$ cat src/rtl/lin_brk_pkg.sv
package lin_brk_pkg;

    // Link-level controller states
    typedef enum logic [1:0] {
        LNK_OFF = 2'd0,
        LNK_RUN = 2'd1,
        LNK_BRK = 2'd2
    } lnk_state_t;

    // Byte receiver states
    typedef enum logic [1:0] {
        BR_IDLE  = 2'd0,
        BR_START = 2'd1,
        BR_DATA  = 2'd2,
        BR_STOP  = 2'd3
    } byte_state_t;

    // Mode encoding that re-arms break detection during communication
    localparam logic [1:0] MODE_AUTO_BRK = 2'b10;

endpackage

$ cat src/rtl/lin_rx_sync.sv
module lin_rx_sync #(
    parameter int STAGES = 2
) (
    input  logic clk,
    input  logic rst_n,
    input  logic rxd,
    output logic line,
    output logic rise,
    output logic fall
);
    logic [STAGES-1:0] chain;
    logic              line_q;

    always_ff @(posedge clk) begin
        if (!rst_n) begin
            chain  <= '1;
            line_q <= 1'b1;
        end else begin
            chain  <= {chain[STAGES-2:0], rxd};
            line_q <= chain[STAGES-1];
        end
    end

    assign line = chain[STAGES-1];
    assign rise = line & ~line_q;
    assign fall = ~line & line_q;
endmodule

$ cat src/rtl/lin_low_timer.sv
module lin_low_timer #(
    parameter int OSR      = 16,
    parameter int BRK_BITS = 11
) (
    input  logic clk,
    input  logic rst_n,
    input  logic line,
    input  logic rise,
    input  logic os_tick,
    output logic long_low_end
);
    localparam int THRESH = OSR * BRK_BITS;
    localparam int CNT_W  = $clog2(THRESH + 1);
    localparam logic [CNT_W-1:0] THR_V = CNT_W'(THRESH);

    logic [CNT_W-1:0] low_cnt;

    // Counts ticks of a continuous low, saturating at the threshold
    always_ff @(posedge clk) begin
        if (!rst_n) begin
            low_cnt <= '0;
        end else if (line) begin
            low_cnt <= '0;
        end else if (os_tick && (low_cnt != THR_V)) begin
            low_cnt <= low_cnt + 1'b1;
        end
    end

    assign long_low_end = rise && (low_cnt == THR_V);
endmodule

$ cat src/rtl/lin_byte_rx.sv
module lin_byte_rx
    import lin_brk_pkg::*;
#(
    parameter int OSR   = 16,
    parameter int DBITS = 8
) (
    input  logic             clk,
    input  logic             rst_n,
    input  logic             en,
    input  logic             line,
    input  logic             fall,
    input  logic             os_tick,
    output logic             done,
    output logic [DBITS-1:0] data,
    output logic             stop_bit
);
    localparam int CNT_W = $clog2(OSR);
    localparam int IDX_W = (DBITS > 1) ? $clog2(DBITS) : 1;
    localparam logic [CNT_W-1:0] LAST_TICK = CNT_W'(OSR - 1);
    localparam logic [CNT_W-1:0] HALF_TICK = CNT_W'(OSR / 2 - 1);
    localparam logic [IDX_W-1:0] LAST_BIT  = IDX_W'(DBITS - 1);

    byte_state_t      st;
    logic [CNT_W-1:0] tcnt;
    logic [IDX_W-1:0] bidx;

    always_ff @(posedge clk) begin
        if (!rst_n || !en) begin
            st       <= BR_IDLE;
            tcnt     <= '0;
            bidx     <= '0;
            data     <= '0;
            stop_bit <= 1'b1;
            done     <= 1'b0;
        end else begin
            done <= 1'b0;
            unique case (st)
                BR_IDLE: begin
                    if (fall) begin
                        st   <= BR_START;
                        tcnt <= '0;
                    end
                end
                BR_START: begin
                    if (os_tick) begin
                        if (tcnt == HALF_TICK) begin
                            tcnt <= '0;
                            bidx <= '0;
                            st   <= line ? BR_IDLE : BR_DATA;
                        end else begin
                            tcnt <= tcnt + 1'b1;
                        end
                    end
                end
                BR_DATA: begin
                    if (os_tick) begin
                        if (tcnt == LAST_TICK) begin
                            tcnt <= '0;
                            data <= {line, data[DBITS-1:1]};
                            if (bidx == LAST_BIT) begin
                                st <= BR_STOP;
                            end else begin
                                bidx <= bidx + 1'b1;
                            end
                        end else begin
                            tcnt <= tcnt + 1'b1;
                        end
                    end
                end
                BR_STOP: begin
                    if (os_tick) begin
                        if (tcnt == LAST_TICK) begin
                            tcnt     <= '0;
                            stop_bit <= line;
                            done     <= 1'b1;
                            st       <= BR_IDLE;
                        end else begin
                            tcnt <= tcnt + 1'b1;
                        end
                    end
                end
                default: st <= BR_IDLE;
            endcase
        end
    end
endmodule

$ cat src/rtl/lin_brk_rx.sv
module lin_brk_rx
    import lin_brk_pkg::*;
#(
    parameter int OSR         = 16,
    parameter int BRK_BITS    = 11,
    parameter int DBITS       = 8,
    parameter int SYNC_STAGES = 2
) (
    input  logic             clk,
    input  logic             rst_n,
    input  logic             rxd,
    input  logic             os_tick,
    input  logic             rx_en,
    input  logic [1:0]       mode,
    input  logic             brk_arm,
    input  logic             data_read,
    input  logic [2:0]       clr_flags,
    output logic             brk_busy,
    output logic             brk_ok,
    output logic             fe_flag,
    output logic             ove_flag,
    output logic [DBITS-1:0] rx_data,
    output logic             irq_stat,
    output logic             irq_rx
);
    logic             line, rise, fall;
    logic             long_low_end;
    logic             b_done, b_stop;
    logic [DBITS-1:0] b_data;
    logic             unread;

    lnk_state_t state, state_nx;

    lin_rx_sync #(.STAGES(SYNC_STAGES)) u_sync (
        .clk(clk), .rst_n(rst_n), .rxd(rxd),
        .line(line), .rise(rise), .fall(fall)
    );

    lin_low_timer #(.OSR(OSR), .BRK_BITS(BRK_BITS)) u_timer (
        .clk(clk), .rst_n(rst_n), .line(line), .rise(rise),
        .os_tick(os_tick), .long_low_end(long_low_end)
    );

    lin_byte_rx #(.OSR(OSR), .DBITS(DBITS)) u_byte (
        .clk(clk), .rst_n(rst_n), .en(state == LNK_RUN),
        .line(line), .fall(fall), .os_tick(os_tick),
        .done(b_done), .data(b_data), .stop_bit(b_stop)
    );

    // Event decode
    logic brk_valid, auto_rearm, load;
    assign brk_valid  = (state == LNK_BRK) && long_low_end && rx_en && !brk_arm;
    assign auto_rearm = (state == LNK_RUN) && (mode == MODE_AUTO_BRK) &&
                        b_done && (b_data == '0) && !b_stop;
    assign load       = (state == LNK_RUN) && b_done && !auto_rearm;

    // State register
    always_ff @(posedge clk) begin
        if (!rst_n) state <= LNK_OFF;
        else        state <= state_nx;
    end

    // Next state
    always_comb begin
        state_nx = state;
        if (!rx_en) begin
            state_nx = LNK_OFF;
        end else if (brk_arm) begin
            state_nx = LNK_BRK;
        end else begin
            unique case (state)
                LNK_OFF: state_nx = LNK_RUN;
                LNK_RUN: if (auto_rearm) state_nx = LNK_BRK;
                LNK_BRK: if (brk_valid)  state_nx = LNK_RUN;
                default: state_nx = LNK_OFF;
            endcase
        end
    end

    // Outputs and flags
    always_ff @(posedge clk) begin
        if (!rst_n) begin
            brk_ok   <= 1'b0;
            fe_flag  <= 1'b0;
            ove_flag <= 1'b0;
            rx_data  <= '0;
            irq_stat <= 1'b0;
            irq_rx   <= 1'b0;
            unread   <= 1'b0;
        end else begin
            irq_stat <= brk_valid;
            irq_rx   <= load;

            if (brk_valid)         brk_ok <= 1'b1;
            else if (clr_flags[0]) brk_ok <= 1'b0;

            if (load && !b_stop)   fe_flag <= 1'b1;
            else if (clr_flags[1]) fe_flag <= 1'b0;

            if (load && unread && !data_read) ove_flag <= 1'b1;
            else if (clr_flags[2])            ove_flag <= 1'b0;

            if (load)           unread <= 1'b1;
            else if (data_read) unread <= 1'b0;

            if (load) rx_data <= b_data;
        end
    end

    assign brk_busy = (state == LNK_BRK);
endmodule

$ cat config.mk
export PLATFORM = sky130hd
export DESIGN_NAME = lin_brk_rx
export DESIGN_NICKNAME = d
export VERILOG_FILES = /design/src/rtl/lin_brk_pkg.sv /design/src/rtl/lin_rx_sync.sv /design/src/rtl/lin_low_timer.sv /design/src/rtl/lin_byte_rx.sv /design/src/rtl/lin_brk_rx.sv
export SDC_FILE = /design/constraint.sdc
export NUM_CORES = 1
export LEC_CHECK = 0
export BUFFER_PORTS_ARGS = -buffer_cell sky130_fd_sc_hd__buf_4
export CORE_ASPECT_RATIO = 2
export CORE_MARGIN = 5
export CORE_UTILIZATION = 50
export CTS_CLUSTER_SIZE = 24
export DETAILED_ROUTE_END_ITERATION = 10
export GPL_TIMING_DRIVEN = 0
export HOLD_SLACK_MARGIN = 0.06
export PLACE_DENSITY = 0.71
export SYNTH_ARGS = -nofsm -noshare
export SYNTH_HDL_FRONTEND = slang
export SYNTH_SLANG_ARGS = --single-unit
$ cat constraint.sdc
create_clock -name clk -period 1.8 [get_ports clk]
set_input_delay 0.45 -clock clk [delete_from_list [all_inputs] [get_ports clk]]
set_output_delay 0.45 -clock clk [all_outputs]
set_load 0.01 [all_outputs]
Word-level counts from Yosys, hierarchy flattened
Index checks and enable logic that the tools add are counted.
{"block": "totals", "out_inout_bits": 14, "inputBits": 12, "regBits": 46}
{"block": "classes", "eq_ne": 25, "n_bitwise": 8, "mux": 35, "addsub": 3, "n_reduce_logical": 41}
{"op": "2-to-1 mux 2 bit", "n": 12}
{"op": "2-to-1 mux 4 bit", "n": 5}
{"op": "2-to-1 mux 3 bit", "n": 5}
{"op": "logical AND 1 bit", "n": 14}
{"op": "inequality test 2 x 1 -> 1 bit, second input constant", "n": 6}
{"op": "inequality test 2 bit, second input constant", "n": 6}
{"op": "one-hot mux 4 bit (3 select lines)", "n": 1}
{"op": "nonzero test 2 bit", "n": 5}
{"op": "2-to-1 mux 1 bit", "n": 9}
{"op": "AND reduction 3 bit", "n": 3}
{"op": "adder 8 x 1 -> 8 bit, second input constant", "n": 1}
{"op": "equality test 2 bit, second input constant", "n": 4}
{"op": "equality test 8 bit, second input constant", "n": 1}
{"op": "zero test 8 bit", "n": 1}
{"op": "inequality test 8 bit, second input constant", "n": 1}
{"op": "one-hot mux 2 bit (4 select lines)", "n": 1}
{"op": "AND reduction 8 bit", "n": 1}
{"op": "zero test 1 bit", "n": 6}
{"op": "NOT 1 bit", "n": 6}
{"op": "one-hot mux 2 bit (3 select lines)", "n": 1}
{"op": "one-hot mux 3 bit (2 select lines)", "n": 1}
{"op": "AND reduction 2 bit", "n": 3}
{"op": "AND reduction 6 bit", "n": 1}
{"op": "OR reduction 3 bit", "n": 2}
{"op": "12 further kinds", "n": 16}

Longest topological paths before layout
Gate-level depths: netlist (run 1).
{"block": "depth", "depth_word": 10, "depth_mapped": 6}

Modules after synthesis
From an unflattened synthesis (run 1), not the netlist that was laid out.
{"block": "hier_totals", "hier_cells": 236, "hier_area_um2": 2195.9}
{"module": "lin_byte_rx", "seq_area_each_um2": 380.4, "instances": 1, "area_each_um2": 968.4, "cells_per_inst": 110}
{"module": "lin_brk_rx", "seq_area_each_um2": 320.3, "instances": 1, "area_each_um2": 725.7, "cells_per_inst": 71}
{"module": "lin_low_timer", "seq_area_each_um2": 160.2, "instances": 1, "area_each_um2": 410.4, "cells_per_inst": 47}
{"module": "lin_rx_sync", "seq_area_each_um2": 60.1, "instances": 1, "area_each_um2": 91.3, "cells_per_inst": 8}

Worst setup path before layout (run 1)
OpenSTA, ideal clock, no wires.
{"block": "synth_timing", "path_kind": "in2reg", "startpoint": "input brk_arm", "endpoint": "register state[0]", "path_buffers": 0, "setup_time_ps": 58, "path_slack_ps": 144, "arrival_ps": 1599, "cell_stages": 4, "path_cell_list": "or4bb_1 or4_4 a21oi_2 o21a_1"}
{"block": "synth_between", "elab_chain_len": 4, "elab_cells_between_ends": 5, "classes_between": "1 x eq/ne; 4 x reduce/logical"}
{"element": "start: declaration", "line": "lin_brk_rx.sv:15", "source": "input logic brk_arm,"}
{"element": "zero test 1 bit", "line": "lin_brk_rx.sv:52", "source": "assign brk_valid = (state == LNK_BRK) && long_low_end && rx_en && !brk_arm;"}
{"element": "logical AND 1 bit", "line": "lin_brk_rx.sv:52"}
{"element": "inequality test 2 x 1 -> 1 bit (no line)"}
{"element": "AND reduction 2 bit (no line)"}
{"element": "end signal: assignment", "line": "lin_brk_rx.sv:60", "source": "else state <= state_nx;"}
{"element": "end: declaration", "line": "lin_brk_rx.sv:32", "source": "lnk_state_t state, state_nx;"}
Parallel ways exist; a longest one is shown, timed or not.
A chain may end at the register's enable or synchronous reset.

Worst setup path in the final report (run 1)
{"block": "layout_timing", "startpoint": "register u_timer.low_cnt[0]", "endpoint": "register state[0]"}
{"block": "layout_between", "elab_chain_len": 7}
{"element": "start: declaration", "line": "lin_low_timer.sv:16", "source": "logic [CNT_W-1:0] low_cnt;"}
{"element": "start signal: assignment", "line": "lin_low_timer.sv:25", "source": "low_cnt <= low_cnt + 1'b1;"}
{"element": "equality test 8 bit", "line": "lin_low_timer.sv:29", "source": "assign long_low_end = rise && (low_cnt == THR_V);"}
{"element": "logical AND 1 bit", "line": "lin_low_timer.sv:29"}
{"element": "logical AND 1 bit (3 in a row)", "line": "lin_brk_rx.sv:52"}
{"element": "inequality test 2 x 1 -> 1 bit (no line)"}
{"element": "AND reduction 2 bit (no line)"}
Every way passes these cells.

==> flow_summary.ini, run 1 <==
[sta]
finalCritPeriodShare_pct = 93.5
rsz0062_at_grt = false
relSlewSlack_pct = 70.3
maxClockFrequency_mhz = 594
setup_violations = 0
worst_pin_slew_ps = 439
setup_tns_ps = 0
finalMaxSlewViolations = 0
hold_viol_final = 0
period_needed_ps = 1680
skew_ps = 6.05
layout_setup_ws_ps = 118

[clock_network]
cts_buffers = 5
cts_setup_buffers = 0
cts_tree = yes
cts.repair.resized = 0
cts_hold_buf = 0
path_clk_slew_ps = 80
clk_path_buf_depth = 2
clock_latency_ps = 290
cts.sinks = 46
h-tree-depth = 2
cts-root-buf = clkbuf_8

[synth]
yosysUniqueCellTypes = 40
netlist_top_cells_count = 46 x dfxtp_1, 37 x nor2_1, 21 x mux2i_1
synth.area.top_cells = dfxtp_1 47%, mux2i_1 11%, nor2_1 7.1%, ha_1 3.2%, a21oi_1 2.3%
yosysMostFrequentCell = dfxtp_1
yosys.area.top_type_share_pct = 47.0
synth_cells = 211
syn-mean-instance-area_um2 = 9.29
ys_seq_area_share_pct = 47.0
async_flop_share_pct = 0
yosysTopAreaCell = dfxtp_1
netlist_area_um2 = 1960
synth_nets = 228
synth_ff_type = dfxtp_1
ys_warn_count = 0
synth_edf_count = 0
yosys_register_bits = 46

[power]
powerDensity_nw_per_um2 = 794
ir_drop_mv = 0.495
p_leak_nw = 0.871

[die]
io_pins = 26
die_x_um = 54.3
fp-row-count = 32
dieArea_um2 = 5350
core_um2 = 3840
start_util_pct = 51.0
dieHeight_um = 98.6

[grt]
overflow = 0
antenna_found_initial = 0
first_global_vias = 1540
grt_pass1_wl_um = 6910
grt_max_degree = 15
track_usage_pct = 17.0

[min_path]
hold_depth = 2
holdCritStartpoint = rxd
hold_class = in -> reg
holdPathEnd = u_sync.chain[0]$_SDFF_PN1_

[route]
wl_met3_um = 95
drt-wirelength-per-cell_um = 13.6
ant_nets = 0
drc_errors = 0
wl_met2_um = 2320
drtIter0Drc = 27
dr.max_layer_used = met4
drtPass1Iterations = 4
routed_wl_um = 3990
routed-via-count = 1537
met1Wirelength_um = 1500
routed_via_density = 5.25

[setup_path]
r2r_end = state[0]$_SDFFE_PP0P_
end_kind = register
crit_fanout = 4
arrival_ps = 1930
rr_worst_depth = 6
setup.worst_path.start_class = register
worstPathRequired_ps = 2050
r2r_start = u_timer.low_cnt[0]$_SDFFE_PP0P_
ff2ff_setup_slack_ps = 120
criticalPathCategory = reg -> reg

[placement]
routabilityCongestion = 0.747
dpl_worst_slack_ps = -40.5
dp_hpwl_um = 3090
io_buffers = 23

[cells_and_area]
drive_gt1_share_pct = 14.9
syn_to_final_growth_pct = 17.9
diodes = 0
nets = 258

[flow_run]
cap_violations = 0

[outcome]
status = complete, no violations
worst max-delay path by stage:
stage	start	endpoint	slack (ps)	cells after the start
2_1_floorplan	brk_arm	state[0]$_SDFFE_PP0P_	140	4
3_3_place_gp	brk_arm	state[0]$_SDFFE_PP0P_	-30	5
3_5_place_dp	brk_arm	state[0]$_SDFFE_PP0P_	-40	5
4_1_cts	u_timer.low_cnt[0]$_SDFFE_PP0P_	state[0]$_SDFFE_PP0P_	100	6
5_1_grt	register	u_byte.data[3]$_SDFFE_PP0P_	3	6
6_report	u_timer.low_cnt[0]$_SDFFE_PP0P_	state[0]$_SDFFE_PP0P_	120	6
layout by cell type, fill, tap and decap left out, drive strengths merged, types with 4 or more instances in the layout:
cell / n
nand2b: 4
a21oi: 10
ha: 5
nand2: 7
clkbuf: 14
dfxtp: 46
nor2: 37
nor3: 5
or3: 4
buf: 24
inv: 7
o21ai: 7
mux2i: 21
nand4: 4
nand3b: 5
cells by family (layout without fill, tap and decap cells):
kind of cell    after synthesis  count (layout)  share of synthesized area [%]
simple gates                 91              91                           25.1
flops                        46              46                           47.0
compound gates               27              27                           8.55
mux                          21              21                           10.7
buf+inv                      16              47                           3.19
fa+ha+maj                     5               5                           3.19
xor+xnor                      5               5                           2.23
registers in the layout, summed over array words and instances (netlist names), 2 cells and up, named ones only:
name,cells
state,2
u_byte.bidx,3
u_byte.tcnt,4
u_sync.chain,2
rx_data,8
u_timer.low_cnt,8
u_byte.data,8
stage by stage:
step / utilization (%) / cell area (um2) / total power, mW / cells / hold slack (ps)
after floorplan: - / 1960 / 1.08 / 211 / 386
after global placement: 57.2 / 2200 / 1.11 / 285 / 392
after detailed placement: 57.2 / 2200 / 1.11 / 285 / 408
after CTS: 60.0 / 2310 / 1.86 / 293 / 326
after global routing: 60.2 / 2310 / 1.91 / 293 / 329
final: 60.2 / 2310 / 1.84 / 293 / 340
per-layer routing:
metal	global-route usage, %	vias to the layer above
met3	3.18	7
li1	-	798
met2	31.3	16
met4	6.72	0
met1	17.4	716
met5	0	-
worst max-delay path, cell delays in order (launching register included):
cell and delay, ps:
dfxtp_1 350, inv_1 100, ha_1 170, nand4b_1 170, or4_4 580, a21oi_2 150, o21a_1 120
area by class of cell:
cell class              instances  area, um2
plain buffers                   9       38.8
inverters                       7       26.3
fillers                       377       1530
clock inverters                 2       37.5
clock buffers                   6       72.6
well taps                      51       63.8
multi-input cells             149        980
flip-flops and latches         46        921
repair buffers                 23        173
power breakdown:
group	switching [mW]	internal (mW)	leakage [nW]	total, mW
clock	0.340	0.414	0.0514	0.754
sequential	0.00557	1.02	0.371	1.03
combinational	0.0286	0.0274	0.448	0.0559
total	0.374	1.46	0.871	1.84
No activity file was read; power rests on OpenSTA's default activity.
==> inputs of run 2 (changes only) <==
- ABC_AREA: unset -> 1
- CORE_MARGIN: 5 -> unset
- PLACE_DENSITY: 0.71 -> 0.7
==> flow_summary.ini, run 2 <==
[outcome]
status = complete, no violations

[clock_network]
h-tree-depth = 2
cts_hold_buf = 0
clk_path_buf_depth = 2
cts.repair.resized = 0
cts_buffers = 5
cts.sinks = 46
cts_setup_buffers = 0
cts_tree = yes
path_clk_slew_ps = 80
clock_latency_ps = 300
cts-root-buf = clkbuf_8

[route]
routed_wl_um = 4270
drt-wirelength-per-cell_um = 11.0
drc_errors = 0
drtPass1Iterations = 5
routed-via-count = 1949
ant_nets = 0
routed_via_density = 5.02
drtIter0Drc = 24

[setup_path]
setup.worst_path.start_class = register
arrival_ps = 1740
end_kind = register
criticalPathCategory = reg -> reg
crit_fanout = 5
worstPathRequired_ps = 1990

[grt]
first_global_vias = 1776
grt_pass1_wl_um = 7380
overflow = 0
grt_max_degree = 14
track_usage_pct = 20.2
antenna_found_initial = 0

[synth]
yosysTopAreaCell = dfxtp_1
yosysMostFrequentCell = nand2_1
netlist_top_cells_count = 66 x nand2_1, 46 x dfxtp_1, 39 x inv_1
ys_warn_count = 0
synth_nets = 320
async_flop_share_pct = 0
netlist_area_um2 = 2200
synth_ff_type = dfxtp_1
synth.area.top_cells = dfxtp_1 42%, nand2_1 11%, inv_1 6.6%, nor2_1 6.3%, a21oi_1 5.7%
syn-mean-instance-area_um2 = 7.27
synth_edf_count = 0
synth_cells = 303
ys_seq_area_share_pct = 41.8
yosys.area.top_type_share_pct = 41.8
yosysUniqueCellTypes = 32
yosys_register_bits = 46

[sta]
skew_ps = 5.84
maxClockFrequency_mhz = 645
setup_violations = 0
worst_pin_slew_ps = 510
finalCritPeriodShare_pct = 86.1
relSlewSlack_pct = 66.0
rsz0062_at_grt = false
setup_tns_ps = 0
finalMaxSlewViolations = 0
hold_viol_final = 0
period_needed_ps = 1550

[cells_and_area]
syn_to_final_growth_pct = 16.3
diodes = 0
register_area_um2 = 921
nFillCells = 425
largestRegisters = rx_data: 8 flops, u_byte.data: 8 flops, u_timer.low_cnt: 8 flops
layout_commonest_cell = nand2_1
drive_gt1_share_pct = 18.2
layout_common_cells = 66 x nand2_1, 46 x dfxtp_1, 39 x inv_1, 37 x nor2_1, 26 x buf_4
nets = 352
final_area_um2 = 2560
multi_input_comb_area_um2 = 1030
utilization_pct = 61.4

[die]
dieArea_um2 = 4690
fp-row-count = 33
start_util_pct = 52.8
dieHeight_um = 95.9
core_um2 = 4170
io_pins = 26
die_x_um = 48.9

[power]
ir_drop_mv = 0.411
p_leak_nw = 1.11
powerDensity_nw_per_um2 = 724

[min_path]
hold_class = in -> reg

[flow_run]
cap_violations = 0

[placement]
dp_hpwl_um = 3200
post_dp_cell_area_um2 = 2450
routabilityCongestion = 0.831
io_buffers = 25
run 2: changes by cell type after synthesis, moves of 6 or more:
cell      before  now
nand2_1        7   66
a21oi_1        9   25
inv_1          7   39
nand3_1        3   17
mux2i_1       21    0
clkbuf_1       7    1
o21ai_0        7   16
run 2: routing by layer:
layer / share of wire (%) / up-vias / GRT usage (%)
li1: - / 1016 / -
met1: 39 / 895 / 19.4
met2: 57 / 32 / 40.6
met3: 2.7 / 6 / 4.27
met4: 1.4 / 0 / 7.84
met5: 0 / - / 0
run 2: kinds of logic (layout without fill, tap and decap cells):
| group | Yosys count | count (layout) | share of synthesized area [%] |
|---|---|---|---|
| fa+ha+maj | 5 | 5 | 2.84 |
| buf+inv | 53 | 86 | 11.2 |
| simple gates | 148 | 148 | 31.5 |
| xor+xnor | 5 | 5 | 1.99 |
| flops | 46 | 46 | 41.8 |
| compound gates | 46 | 46 | 10.6 |
run 2: final timing paths:
kind | from | end | slack, ps | depth (start not counted)
max | u_byte.bidx[0]$_SDFFE_PP0P_ | u_byte.bidx[1]$_SDFFE_PP0P_ | 250 | 10
min | rxd | u_sync.chain[0]$_SDFF_PN1_ | 340 | 2
max reg2reg | u_byte.bidx[0]$_SDFFE_PP0P_ | u_byte.bidx[1]$_SDFFE_PP0P_ | 250 | 10
min reg2reg | u_sync.chain[0]$_SDFF_PN1_ | u_sync.chain[1]$_SDFF_PN1_ | 420 | 1
run 2: stage by stage:
step	total power, mW	hold WS (ps)	setup WS [ps]	instances
2_1_floorplan	1.09	393	439	303
3_3_place_gp	1.13	409	308	380
3_5_place_dp	1.13	404	279	380
4_1_cts	1.88	329	230	388
5_1_grt	1.92	325	128	388
6_report	1.85	336	250	388
run 2: power by group:
part	switching, mW	internal [mW]	total (mW)
clock	0.338	0.416	0.754
combinational	0.0436	0.0313	0.0749
sequential	0.00401	1.02	1.03
run 2: worst max-delay path, stage by stage, from the launching register on:
cell and delay (ps):
dfxtp_1 340, ha_1 200, ha_1 190, inv_1 60, nand3_1 100, o21ai_0 210, nand2_2 90, inv_2 100
nand2_1 50, o21ai_1 70, nor2_1 50
run 2: layout make-up:
type | instances | area share (%)
well taps | 52 | 2.54
inverters | 47 | 7.28
clock buffers | 7 | 2.98
flip-flops and latches | 46 | 36.0
repair buffers | 25 | 7.33
clock inverters | 1 | 1.17
plain buffers | 6 | 2.34
multi-input cells | 204 | 40.4
==> inputs of run 3 (changes only) <==
- CELL_PAD_IN_SITES_DETAIL_PLACEMENT: unset -> 0
- CELL_PAD_IN_SITES_GLOBAL_PLACEMENT: unset -> 1
- CORE_UTILIZATION: 50 -> 41
- PLACE_DENSITY: 0.7 -> unset
- PLACE_DENSITY_LB_ADDON: unset -> 0.1
==> flow_summary.ini, run 3 (synthesis results as in run 2) <==
[cells_and_area]
final-instance-count-excl-fill = 394
diodes = 0
layout_commonest_cell = nand2_1
syn_to_final_growth_pct = 16.6
nets = 352
layout_common_cells = 66 x nand2_1, 46 x dfxtp_1, 39 x inv_1, 37 x nor2_1, 26 x buf_4
drive_gt1_share_pct = 18.2
largestRegisters = rx_data: 8 flops, u_byte.data: 8 flops, u_timer.low_cnt: 8 flops

[placement]
routabilityCongestion = 0.777
dp_hpwl_um = 3450
dpl_worst_slack_ps = 276
io_buffers = 25
placed_cells = 386

[grt]
track_usage_pct = 18.3
grt_pass1_wl_um = 7660
grt_max_degree = 14
antenna_found_initial = 0
first_global_vias = 1812
overflow = 0

[sta]
rsz0062_at_grt = false
finalMaxSlewViolations = 0
period_needed_ps = 1510
relSlewSlack_pct = 66.7
worst_pin_slew_ps = 500
whs_ps = 337
layout_setup_ws_ps = 294
setup_violations = 0
skew_ps = 2.09
finalCritPeriodShare_pct = 83.7
hold_viol_final = 0
setup_tns_ps = 0
maxClockFrequency_mhz = 664

[die]
start_util_pct = 42.9
die_x_um = 53.8
fp-row-count = 37
io_pins = 26
dieArea_um2 = 5690
dieHeight_um = 106
core_um2 = 5140

[setup_path]
crit_fanout = 5
r2r_start = u_byte.bidx[0]$_SDFFE_PP0P_
cp-startpoint = u_byte.bidx[0]$_SDFFE_PP0P_
arrival_ps = 1700
rr_worst_depth = 10
worstPathRequired_ps = 1990
ff2ff_setup_slack_ps = 290
setup.worst_path.start_class = register
end_kind = register
criticalPathCategory = reg -> reg
r2r_end = u_byte.bidx[1]$_SDFFE_PP0P_

[min_path]
holdCritStartpoint = rxd
hold_class = in -> reg
hold_depth = 2
holdPathEnd = u_sync.chain[0]$_SDFF_PN1_

[route]
routed_wl_um = 4510
drt-wirelength-per-cell_um = 11.4
ant_nets = 0
drtIter0Drc = 52
routed_via_density = 4.81
drtPass1Iterations = 4
drc_errors = 0
routed-via-count = 1896

[power]
p_int_mw = 1.47
ir_drop_mv = 0.609
p_leak_nw = 1.11
powerDensity_nw_per_um2 = 724
p_clk_share_pct = 40.7
comb_power_share_pct = 4.1
p_sw_mw = 0.390
p_seq_share_pct = 55.2
p_total_mw = 1.86
swShare_pct = 21.0

[clock_network]
cts.sinks = 46
cts_hold_buf = 0
cts_buffers = 5
path_clk_slew_ps = 80
cts.repair.resized = 0
cts_tree = yes
cts_setup_buffers = 0
clock_latency_ps = 300
h-tree-depth = 2
cts-root-buf = clkbuf_8
clk_path_buf_depth = 2

[outcome]
status = complete, no violations

[flow_run]
cap_violations = 0
==> run 3: layer usage <==
metal	track usage (%)	routed length, um	vias to the layer above
met4	7.89	92	0
met1	17.1	1730	852
met5	0	0	-
met3	3.90	102	5
li1	-	-	1020
met2	34.6	2590	19
==> run 3: stage by stage <==
step | instance area (um2) | util, %
after floorplan | 2200 | -
after global placement | 2460 | 47.9
after detailed placement | 2460 | 47.9
after CTS | 2570 | 50.0
after global routing | 2570 | 50.0
final | 2570 | 50.0
==> run 3: power groups by stage <==
stage	Clock, mW	Sequential, mW	Combinational, mW
after CTS	0.800	1.03	0.0776
after detailed placement	0	1.05	0.0773
after global routing	0.832	1.03	0.0859
final	0.757	1.03	0.0759
after floorplan	0	1.05	0.0409
after global placement	0	1.05	0.0775
==> run 3: worst max path at each step <==
| stage | end | cells after the start |
|---|---|---|
| after floorplan | u_byte.bidx[1]$_SDFFE_PP0P_ | 10 |
| after global placement | u_byte.bidx[1]$_SDFFE_PP0P_ | 10 |
| after detailed placement | u_byte.bidx[2]$_SDFFE_PP0P_ | 10 |
| after CTS | u_byte.bidx[1]$_SDFFE_PP0P_ | 10 |
| after global routing | u_byte.data[6]$_SDFFE_PP0P_ | 7 |
| final | u_byte.bidx[1]$_SDFFE_PP0P_ | 10 |
==> run 3: critical path: stages (launching register included) <==
cell	delay [ps]
dfxtp_1	340
ha_1	200
ha_1	180
inv_1	50
nand3_1	90
o21ai_0	200
nand2_2	80
inv_2	90
nand2_1	50
o21ai_1	70
nor2_1	50
==> run 3: area by class of cell <==
cell class,count,area [um2]
flip-flops and latches,46,921
clock buffers,7,76.3
fillers,520,2570
well taps,58,72.6
clock inverters,1,30.0
multi-input cells,204,1030
repair buffers,25,188
inverters,47,186
plain buffers,6,60.1
